## src/rtl/mmc_pkg.sv

```systemverilog
package mmc_pkg;

  function automatic logic [15:0] unused_pkg_marker();
    return 16'h0;
  endfunction

  // Masked parity reduction of one register
  function automatic logic masked_parity(input logic [63:0] state, input logic [63:0] mask);
    return ^(state & mask);
  endfunction

endpackage

```

## src/rtl/misr_lane.sv

```systemverilog
module misr_lane #(
  parameter int          W    = 16,
  parameter int          IN_W = 8,
  parameter logic [W-1:0] POLY = 16'h1021
) (
  input  logic            clk_i,
  input  logic            rst_ni,
  input  logic            en_i,
  input  logic            clr_i,
  input  logic [IN_W-1:0] data_i,
  output logic [W-1:0]    state_o
);

  logic [W-1:0] state_q, state_d, din;

  assign din = W'(data_i);

  always_comb begin
    state_d = state_q;
    if (clr_i)     state_d = '0;
    else if (en_i) state_d = {state_q[W-2:0], 1'b0} ^ (state_q[W-1] ? POLY : '0) ^ din;
  end

  always_ff @(posedge clk_i or negedge rst_ni) begin
    if (!rst_ni) state_q <= '0;
    else         state_q <= state_d;
  end

  assign state_o = state_q;

  a_r5_restart_clears: assert property (@(posedge clk_i) disable iff (!rst_ni)
    clr_i |=> (state_o == '0));

  a_r4_hold_when_idle: assert property (@(posedge clk_i) disable iff (!rst_ni)
    (!clr_i && !en_i) |=> $stable(state_o));

endmodule

```

## src/rtl/bank_reduce.sv

```systemverilog
module bank_reduce #(
  parameter int W = 16,
  parameter int N = 8,
  parameter int SEL_W = $clog2(N)
) (
  input  logic [N-1:0][W-1:0] lanes_i,
  input  logic [SEL_W-1:0]    sel_i,
  input  logic [W-1:0]        comb_i,
  output logic                bit_o
);

  logic [W-1:0] picked;

  always_comb begin
    picked = '0;
    for (int i = 0; i < N; i++)
      if (SEL_W'(i) == sel_i) picked = lanes_i[i];
  end

  assign bit_o = mmc_pkg::masked_parity(64'(picked), 64'(comb_i));

endmodule

```

## src/rtl/sig_check.sv

```systemverilog
module sig_check #(
  parameter int NB = 2
) (
  input  logic          clk_i,
  input  logic          rst_ni,
  input  logic          en_i,
  input  logic [NB-1:0] chk_i,
  input  logic [NB-1:0] exp_i,
  output logic          fail_o
);

  logic fail_q;
  logic mismatch;

  assign mismatch = en_i && (chk_i != exp_i);

  always_ff @(posedge clk_i or negedge rst_ni) begin
    if (!rst_ni)       fail_q <= 1'b0;
    else if (mismatch) fail_q <= 1'b1;
  end

  assign fail_o = fail_q;

  a_r8_mismatch_sets: assert property (@(posedge clk_i) disable iff (!rst_ni)
    (en_i && (chk_i != exp_i)) |=> fail_o);

  a_r9_fail_sticky: assert property (@(posedge clk_i) disable iff (!rst_ni)
    fail_o |=> fail_o);

  a_r8_fail_has_cause: assert property (@(posedge clk_i) disable iff (!rst_ni)
    $rose(fail_o) |-> $past(en_i && (chk_i != exp_i)));

endmodule

```

## src/rtl/banked_misr_compactor.sv

```systemverilog
module banked_misr_compactor #(
  parameter int GROUPS         = 8,
  parameter int GROUP_W        = 4,
  parameter int MISR_W         = 16,
  parameter int LANES_PER_BANK = 8,
  parameter logic [MISR_W-1:0] POLY = 16'h1021,
  // entry k = {high group, low group}, lane 15 first
  parameter logic [2*LANES_PER_BANK*2*$clog2(GROUPS)-1:0] PAIRS = {
    6'd51, 6'd33, 6'd59, 6'd41, 6'd61, 6'd25, 6'd62, 6'd26,
    6'd58, 6'd40, 6'd50, 6'd32, 6'd52, 6'd16, 6'd44, 6'd8 }
) (
  input  logic                              clk_i,
  input  logic                              rst_ni,
  input  logic [GROUPS*GROUP_W-1:0]         slice_i,
  input  logic                              comp_en_i,
  input  logic                              restart_i,
  input  logic [$clog2(LANES_PER_BANK)-1:0] sel_a_i,
  input  logic [MISR_W-1:0]                 comb_a_i,
  input  logic [$clog2(LANES_PER_BANK)-1:0] sel_b_i,
  input  logic [MISR_W-1:0]                 comb_b_i,
  input  logic                              check_en_i,
  input  logic [1:0]                        exp_i,
  output logic [1:0]                        chk_o,
  output logic                              fail_o
);

  localparam int NUM_LANES = 2 * LANES_PER_BANK;
  localparam int GIDX_W    = $clog2(GROUPS);
  localparam int PAIR_W    = 2 * GIDX_W;
  localparam int IN_W      = 2 * GROUP_W;
  localparam int SEL_W     = $clog2(LANES_PER_BANK);

  logic [NUM_LANES-1:0][MISR_W-1:0] lane_state;

  for (genvar k = 0; k < NUM_LANES; k++) begin : g_lane
    localparam int LO = int'(PAIRS[k*PAIR_W +: GIDX_W]);
    localparam int HI = int'(PAIRS[k*PAIR_W + GIDX_W +: GIDX_W]);
    logic [IN_W-1:0] lane_in;
    assign lane_in = {slice_i[HI*GROUP_W +: GROUP_W], slice_i[LO*GROUP_W +: GROUP_W]};

    misr_lane #(.W(MISR_W), .IN_W(IN_W), .POLY(POLY)) u_lane (
      .clk_i   (clk_i),
      .rst_ni  (rst_ni),
      .en_i    (comp_en_i),
      .clr_i   (restart_i),
      .data_i  (lane_in),
      .state_o (lane_state[k])
    );
  end

  logic [1:0] chk;

  bank_reduce #(.W(MISR_W), .N(LANES_PER_BANK), .SEL_W(SEL_W)) u_bank_a (
    .lanes_i (lane_state[LANES_PER_BANK-1:0]),
    .sel_i   (sel_a_i),
    .comb_i  (comb_a_i),
    .bit_o   (chk[0])
  );

  bank_reduce #(.W(MISR_W), .N(LANES_PER_BANK), .SEL_W(SEL_W)) u_bank_b (
    .lanes_i (lane_state[NUM_LANES-1:LANES_PER_BANK]),
    .sel_i   (sel_b_i),
    .comb_i  (comb_b_i),
    .bit_o   (chk[1])
  );

  assign chk_o = chk;

  sig_check #(.NB(2)) u_check (
    .clk_i  (clk_i),
    .rst_ni (rst_ni),
    .en_i   (check_en_i),
    .chk_i  (chk),
    .exp_i  (exp_i),
    .fail_o (fail_o)
  );

  // a zero mask can never yield a set check bit
  always_comb begin
    if (rst_ni && comb_a_i == '0) a_r6_zero_mask: assert (chk_o[0] == 1'b0);
    if (rst_ni && comb_b_i == '0) a_r7_zero_mask: assert (chk_o[1] == 1'b0);
  end

endmodule

```

## config.mk

```make
export PLATFORM = sky130hd
export DESIGN_NAME = banked_misr_compactor
export DESIGN_NICKNAME = d
export VERILOG_FILES = /design/src/rtl/mmc_pkg.sv /design/src/rtl/misr_lane.sv /design/src/rtl/bank_reduce.sv /design/src/rtl/sig_check.sv /design/src/rtl/banked_misr_compactor.sv
export SDC_FILE = /design/constraint.sdc
export NUM_CORES = 1
export LEC_CHECK = 0
export ABC_AREA = 1
export BUFFER_PORTS_ARGS = -buffer_cell sky130_fd_sc_hd__clkbuf_2
export CORE_UTILIZATION = 50
export DETAILED_ROUTE_END_ITERATION = 12
export PLACE_DENSITY = 0.67
export SETUP_SLACK_MARGIN = 0.2
export SYNTH_ARGS = -nofsm -noshare
export SYNTH_HDL_FRONTEND = slang
export SYNTH_HIERARCHICAL = 1
export SYNTH_SLANG_ARGS = --single-unit
```

## constraint.sdc

```tcl
create_clock -name clk_i -period 4.9 [get_ports clk_i]
set_clock_uncertainty 0.15 [all_clocks]
set_input_delay 0.245 -clock clk_i [delete_from_list [all_inputs] [get_ports clk_i]]
set_output_delay 0.245 -clock clk_i [all_outputs]
set_load 0.05 [all_outputs]
```

==> flow_metrics.env, run 1 <==
export IMPL_first_iter_violations=1045
export IMPL_ant_nets=0
export IMPL_min_from="slice_i[5]"
export IMPL_status="finished clean"
export IMPL_synthTopCellsByArea="dfrtp_1 45%, nand2_1 12%, xnor2_1 7.8%"
export IMPL_io_buffer_count=79
export IMPL_hold_buffers=8
export IMPL_viasPerCell=5.56
export IMPL_start_kind="primary input"
export IMPL_die_area_mm2=0.0295
export IMPL_path_cells="clkbuf_2, inv_2, nor3_4, inv_4, o21ai_0, inv_1, o21ai_1, nand2_1, nand2_1, nand2_1, nand2_1, nand3_1, nand2_1, nand2_1, nand2_1, clkbuf_2"
export IMPL_synth_distinct_cells=25
export IMPL_fin_crit_ns=3.45
export IMPL_track_usage=0.289
export IMPL_seqCellArea_mm2=0.00643
export IMPL_htree_levels=1
export IMPL_routed_wl_um=41800
export IMPL_critical_path_buf_inv_count=5
export IMPL_hold_violations=0
export IMPL_p_leak_nw=7.23
export IMPL_netlist_area_mm2=0.0144
export IMPL_grt_antenna_before_repair=0
export IMPL_cp_startpoint="sel_b_i[1]"
export IMPL_cts_root_buf="clkbuf_16"
export IMPL_drc=0
export IMPL_fin_tns_setup_ns=0
export IMPL_async_flop_share=1.00
export IMPL_worstMarginPinSlew_ns=0.930
export IMPL_synth_edf_count=0
export IMPL_cp_max_fo=19
export IMPL_crit_top_cell="nand2_1"
export IMPL_min_delay_path_depth=3
export IMPL_finalSetupViolations=0
export IMPL_routabilityCongestion=0.949
export IMPL_area_growth_pct=10.8
export IMPL_crit_required_ns=4.51
export IMPL_r2r_start="g_lane[10].u_lane/state_o[2]"
export IMPL_yosysSeqAreaShare=0.446
export IMPL_power_mw=5.14
export IMPL_critPathKind="in -> out"
export IMPL_cts_resized=0
export IMPL_worst_r2r_path_depth=20
export IMPL_maxSlewViolCount=0
export IMPL_synth_top_cell_by_area="dfrtp_1"
export IMPL_num_vias=12700
export IMPL_yosys_top_cells_count="445 x nand2_1, 257 x dfrtp_1, 251 x inv_1, 144 x o22ai_1, 128 x xnor2_1"
export IMPL_syn_nets=1888
export IMPL_diodes=0
export IMPL_dieWidth_um=172
export IMPL_cellPowerDensity_mw_per_mm2=322
export IMPL_slew_limit_headroom=0.380
export IMPL_yosysMostFrequentCell="nand2_1"
export IMPL_peakVddDrop_mv=0.283
export IMPL_multi_input_area_mm2=0.00656
export IMPL_grt_first_pass_wirelength_um=65600
export IMPL_layout_drive_gt1_share=0.112
export IMPL_grt_max_degree=115
export IMPL_clock_path_buffers=3
export IMPL_grt_pass1_vias=12000
export IMPL_fillers=2676
export IMPL_timing_final_crit_share=0.705
export IMPL_ys_flop_type="dfrtp_1"
export IMPL_fmax_mhz=289
export IMPL_cp_slowest_stage_delay_ns=0.60
export IMPL_first_pass_iters=6
export IMPL_ys_warn_count=6
export IMPL_min_path_type="in -> reg"
export IMPL_crit_cells=16
export IMPL_pin_count=80
export IMPL_clkSinkCount=257
export IMPL_worst_path_max_delay_cell="nor3_4"
export IMPL_placementRows=61
export IMPL_maxCapViolCount=0
export IMPL_finalNetCount=1959
export IMPL_yosysTopAreaCellShare=0.446
export IMPL_cp_top_family="simple AND/OR/NAND/NOR gates"
export IMPL_rsz0062_at_grt="false"
export IMPL_cp_end_kind="output port"
export IMPL_synth_seq_cells=257
export IMPL_post_place_cells=2222
export IMPL_critPathArrivalTime_ns=3.06
export IMPL_fin_cells=2280
export IMPL_grt_ovfl_total=0
export IMPL_avgRoutedWirePerCell_um=18.3
export IMPL_place_detailed_hpwl_um=30300
export IMPL_core_area_mm2=0.0281
export IMPL_final_core_util=0.569
export IMPL_numCtsBuffers=28
export IMPL_rrSetupSlack_ns=1.94
export IMPL_clk_pin_slew_ns=0.06
export IMPL_cts_tree="yes"
export IMPL_syn_area_per_cell_um2=7.96
export IMPL_syn_inst=1811
export IMPL_clock_latency_ns=0.55
export IMPL_die_h_um=172
export IMPL_initial_core_util=0.513
export IMPL_cts_setup_buffers=0
[through the flow]
step           worst slack [ns]  hold WS [ns]  area, µm²
2_1_floorplan              2.26        -0.201      14400
6_report                   1.45       0.00384      16000
3_3_place_gp               1.56         0.235      15000
4_1_cts                    1.50       0.00749      16000
5_1_grt                    1.12       0.00636      16000
3_5_place_dp               1.51         0.228      15000
[power by group]
part           total, mW  internal (mW)  switching [mW]
Combinational      0.712          0.239           0.473
Clock               2.12           1.27           0.850
Sequential          2.31           2.21          0.0936
[state kept, by name, summed over array words and instances, names as in the netlist]
signal	count
g_lane.u_lane/state_o	256
u_check/fail_o	1
[final timing paths]
kind	endpoint
min	g_lane[14].u_lane/state_o[1]
min reg2reg	u_check/fail_o
max in group asynchronous	g_lane[5].u_lane/state_o[12]
min in group asynchronous	g_lane[10].u_lane/state_o[13]
max reg2reg	u_check/fail_o
max	chk_o[1]
[cells in the final DEF (no fill, tap or decap), drive strengths merged]
master	synthesis	routed
o22ai	144	144
o21ai	104	104
bufinv	0	2
or2	10	10
nand4	82	82
buf	42	5
nor3	6	6
nand2	469	469
nor2	90	90
inv	281	281
dlygate4sd3	0	8
dfrtp	257	257
clkinv	0	5
nand3	116	116
xnor2	128	128
nand3b	16	16
a21oi	30	30
o21a	28	28
clkbuf	8	121
[worst min-delay path, cell delays in order]
cell,delay [ns]
clkbuf_2,0.20
xnor2_1,0.14
o21ai_0,0.06
[area by class of cell]
class	count	share of cell area
multi-input combinational	1223	0.410
sequential	257	0.403
inverter	281	0.0666
clock buffer	43	0.0525
timing repair buffer	91	0.0330
tap	378	0.0296
clock inverter	7	0.00532
[kinds of logic after synthesis]
logic type / Yosys count / share of synthesized area
AO/OA/AOI/OAI: 306 / 0.124
XOR/XNOR: 128 / 0.0778
buffers and inverters: 331 / 0.0990
flip-flops: 257 / 0.446
AND/OR/NAND/NOR: 789 / 0.254
[routing by layer]
| layer | wire length, µm | vias to the layer above | global-route usage |
|---|---|---|---|
| li1 | - | 6091 | - |
| met1 | 18500 | 6101 | 0.390 |
| met2 | 19600 | 395 | 0.479 |
| met3 | 2010 | 85 | 0.0315 |
| met4 | 1660 | 0 | 0.111 |
| met5 | 0 | - | 0 |
No activity file was read; power rests on OpenSTA's default activity.
==> run 2, diff against run 1 <==
--- a/config.mk
+++ b/config.mk
@@ -9,7 +9,7 @@
 export BUFFER_PORTS_ARGS = -buffer_cell sky130_fd_sc_hd__clkbuf_2
 export CORE_UTILIZATION = 50
 export DETAILED_ROUTE_END_ITERATION = 12
-export PLACE_DENSITY = 0.67
+export PLACE_DENSITY = 0.7
 export SETUP_SLACK_MARGIN = 0.2
 export SYNTH_ARGS = -nofsm -noshare
 export SYNTH_HDL_FRONTEND = slang
==> constraint.sdc (replaced) <==
create_clock -name clk_i -period 3.05 [get_ports clk_i]
set_clock_uncertainty 0.15 [all_clocks]
set_input_delay 0.1525 -clock clk_i [delete_from_list [all_inputs] [get_ports clk_i]]
set_output_delay 0.1525 -clock clk_i [all_outputs]
set_load 0.05 [all_outputs]
==> flow_metrics.env, run 2 (synthesis gave the netlist of run 1 again) <==
export IMPL_grt_ovfl_total=0
export IMPL_final_common_cell="nand2_1"
export IMPL_layout_drive_gt1_share=0.140
export IMPL_diodes=0
export IMPL_crit_required_ns=2.75
export IMPL_power_mw=8.42
export IMPL_finalSetupViolations=0
export IMPL_maxCapViolCount=0
export IMPL_fillers=2539
export IMPL_dieWidth_um=172
export IMPL_placementRows=61
export IMPL_seqCellArea_mm2=0.00644
export IMPL_timing_final_crit_share=0.905
export IMPL_start_kind="flip-flop"
export IMPL_numCtsBuffers=28
export IMPL_finalNetCount=2017
export IMPL_slew_limit_headroom=0.383
export IMPL_multi_input_area_mm2=0.00665
export IMPL_grt_pass1_vias=12400
export IMPL_p_leak_nw=7.52
export IMPL_fin_crit_ns=2.76
export IMPL_maxSlewViolCount=0
export IMPL_clock_latency_ns=0.55
export IMPL_min_path_type="in -> async"
export IMPL_first_iter_violations=1170
export IMPL_core_area_mm2=0.0281
export IMPL_rrSetupSlack_ns=0.63
export IMPL_grt_antenna_before_repair=0
export IMPL_viasPerCell=5.55
export IMPL_hold_violations=0
export IMPL_io_buffer_count=79
export IMPL_die_h_um=172
export IMPL_status="finished clean"
export IMPL_cp_max_fo=3
export IMPL_pin_count=80
export IMPL_grt_first_pass_wirelength_um=66200
export IMPL_cp_end_kind="output port"
export IMPL_mostFrequentLayoutCells="432 x nand2_1, 253 x dfrtp_1, 250 x inv_1, 144 x o22ai_1, 128 x xnor2_1"
export IMPL_routabilityCongestion=0.939
export IMPL_r2r_start="g_lane[10].u_lane/state_o[11]"
export IMPL_avgRoutedWirePerCell_um=18.1
export IMPL_htree_levels=1
export IMPL_cellPowerDensity_mw_per_mm2=506
export IMPL_clk_pin_slew_ns=0.06
export IMPL_ant_nets=0
export IMPL_die_area_mm2=0.0295
export IMPL_cp_startpoint="g_lane[2].u_lane/state_o[7]"
export IMPL_drc=0
export IMPL_worstMarginPinSlew_ns=0.926
export IMPL_largest_register_ffs=256
export IMPL_fin_tns_setup_ns=0
export IMPL_area_growth_pct=15.4
export IMPL_cts_tree="yes"
export IMPL_initial_core_util=0.513
export IMPL_clkSinkCount=257
export IMPL_r2r_end="u_check/fail_o"
export IMPL_peakVddDrop_mv=0.404
export IMPL_track_usage=0.291
export IMPL_clock_path_buffers=3
export IMPL_routed_wl_um=42200
export IMPL_critPathKind="reg -> out"
export IMPL_num_vias=13000
export IMPL_critPathArrivalTime_ns=2.46
export IMPL_cts_root_buf="clkbuf_16"
export IMPL_fmax_mhz=362
export IMPL_worst_r2r_path_depth=21
export IMPL_rsz0062_at_grt="true"
export IMPL_place_detailed_hpwl_um=30600
export IMPL_grt_max_degree=93
export IMPL_first_pass_iters=7
-- run 2: changes by cell type in the layout (fill, tap and decap cells not counted), moves of 4 or more --
cell,change
buf_4,+27
dfrtp_1,-4
dfrtp_2,+4
dlygate4sd3_1,+28
nand2_1,-13
nand2_2,+12
nor2_1,-13
nor2_2,+12
-- run 2: worst max-delay path, cell delays in order, from the launching register on --
cell and delay [ns]:
dfrtp_1 0.37, or2_2 0.30, nand2_1 0.14, nand4_1 0.10
nor2_1 0.19, nor2_1 0.07, nand2_1 0.08, nand2_1 0.06
nand2_1 0.09, nand2_1 0.06, nand2_1 0.09, nand2_1 0.06
nand2_1 0.07, nand2_2 0.08, buf_8 0.16
-- run 2: power breakdown --
| part | leakage (nW) | internal, mW | switching (mW) |
|---|---|---|---|
| Clock | 0.450 | 2.08 | 1.38 |
| Sequential | 3.49 | 3.56 | 0.150 |
| Combinational | 3.58 | 0.469 | 0.780 |
-- run 2: worst max-delay path by stage --
stage / to / slack [ns] / cells past startpoint
3_5_place_dp: u_check/fail_o / 0.27 / 22
4_1_cts: chk_o[0] / 0.17 / 14
2_1_floorplan: u_check/fail_o / 0.51 / 22
6_report: chk_o[0] / 0.29 / 14
3_3_place_gp: chk_o[0] / 0.28 / 17
5_1_grt: chk_o[0] / 0.15 / 15
-- run 2: timing repair --
action                                 in CTS  in global routing
cloned                                      0                  1
setup endpoints to repair                   2                  2
resized for setup                           3                 41
pin swaps                                   0                 21
setup buffers                               0                  8
hold buffers                               36                  0
endpoints found under the hold margin     215                  0
-- run 2: routing by layer --
metal  GRT usage  part of all wire
met3      0.0387             0.064
met4       0.125             0.045
met5           0                 0
met1       0.392              0.42
met2       0.468              0.47
-- run 2: layout make-up --
cell class / instances / share of cell area
clock inverters: 7 / 0.00677
repair inverters: 1 / 0.000301
multi-input cells: 1223 / 0.400
clock buffers: 41 / 0.0487
flip-flops and latches: 257 / 0.387
well taps: 378 / 0.0284
inverters: 281 / 0.0644
repair buffers: 148 / 0.0648
-- run 2: metrics by stage --
| step | instances | setup slack, ns | cell area [µm²] | hold WS (ns) | util |
|---|---|---|---|---|---|
| after detailed placement | 2243 | 0.267 | 15200 | 0.0706 | 0.540 |
| final | 2336 | 0.291 | 16600 | 0.0585 | 0.592 |
| after CTS | 2327 | 0.175 | 16500 | 0.102 | 0.586 |
| after floorplan | 1811 | 0.505 | 14400 | -0.293 | - |
| after global placement | 2243 | 0.284 | 15200 | 0.0598 | 0.540 |
| after global routing | 2336 | 0.147 | 16600 | 0.141 | 0.592 |
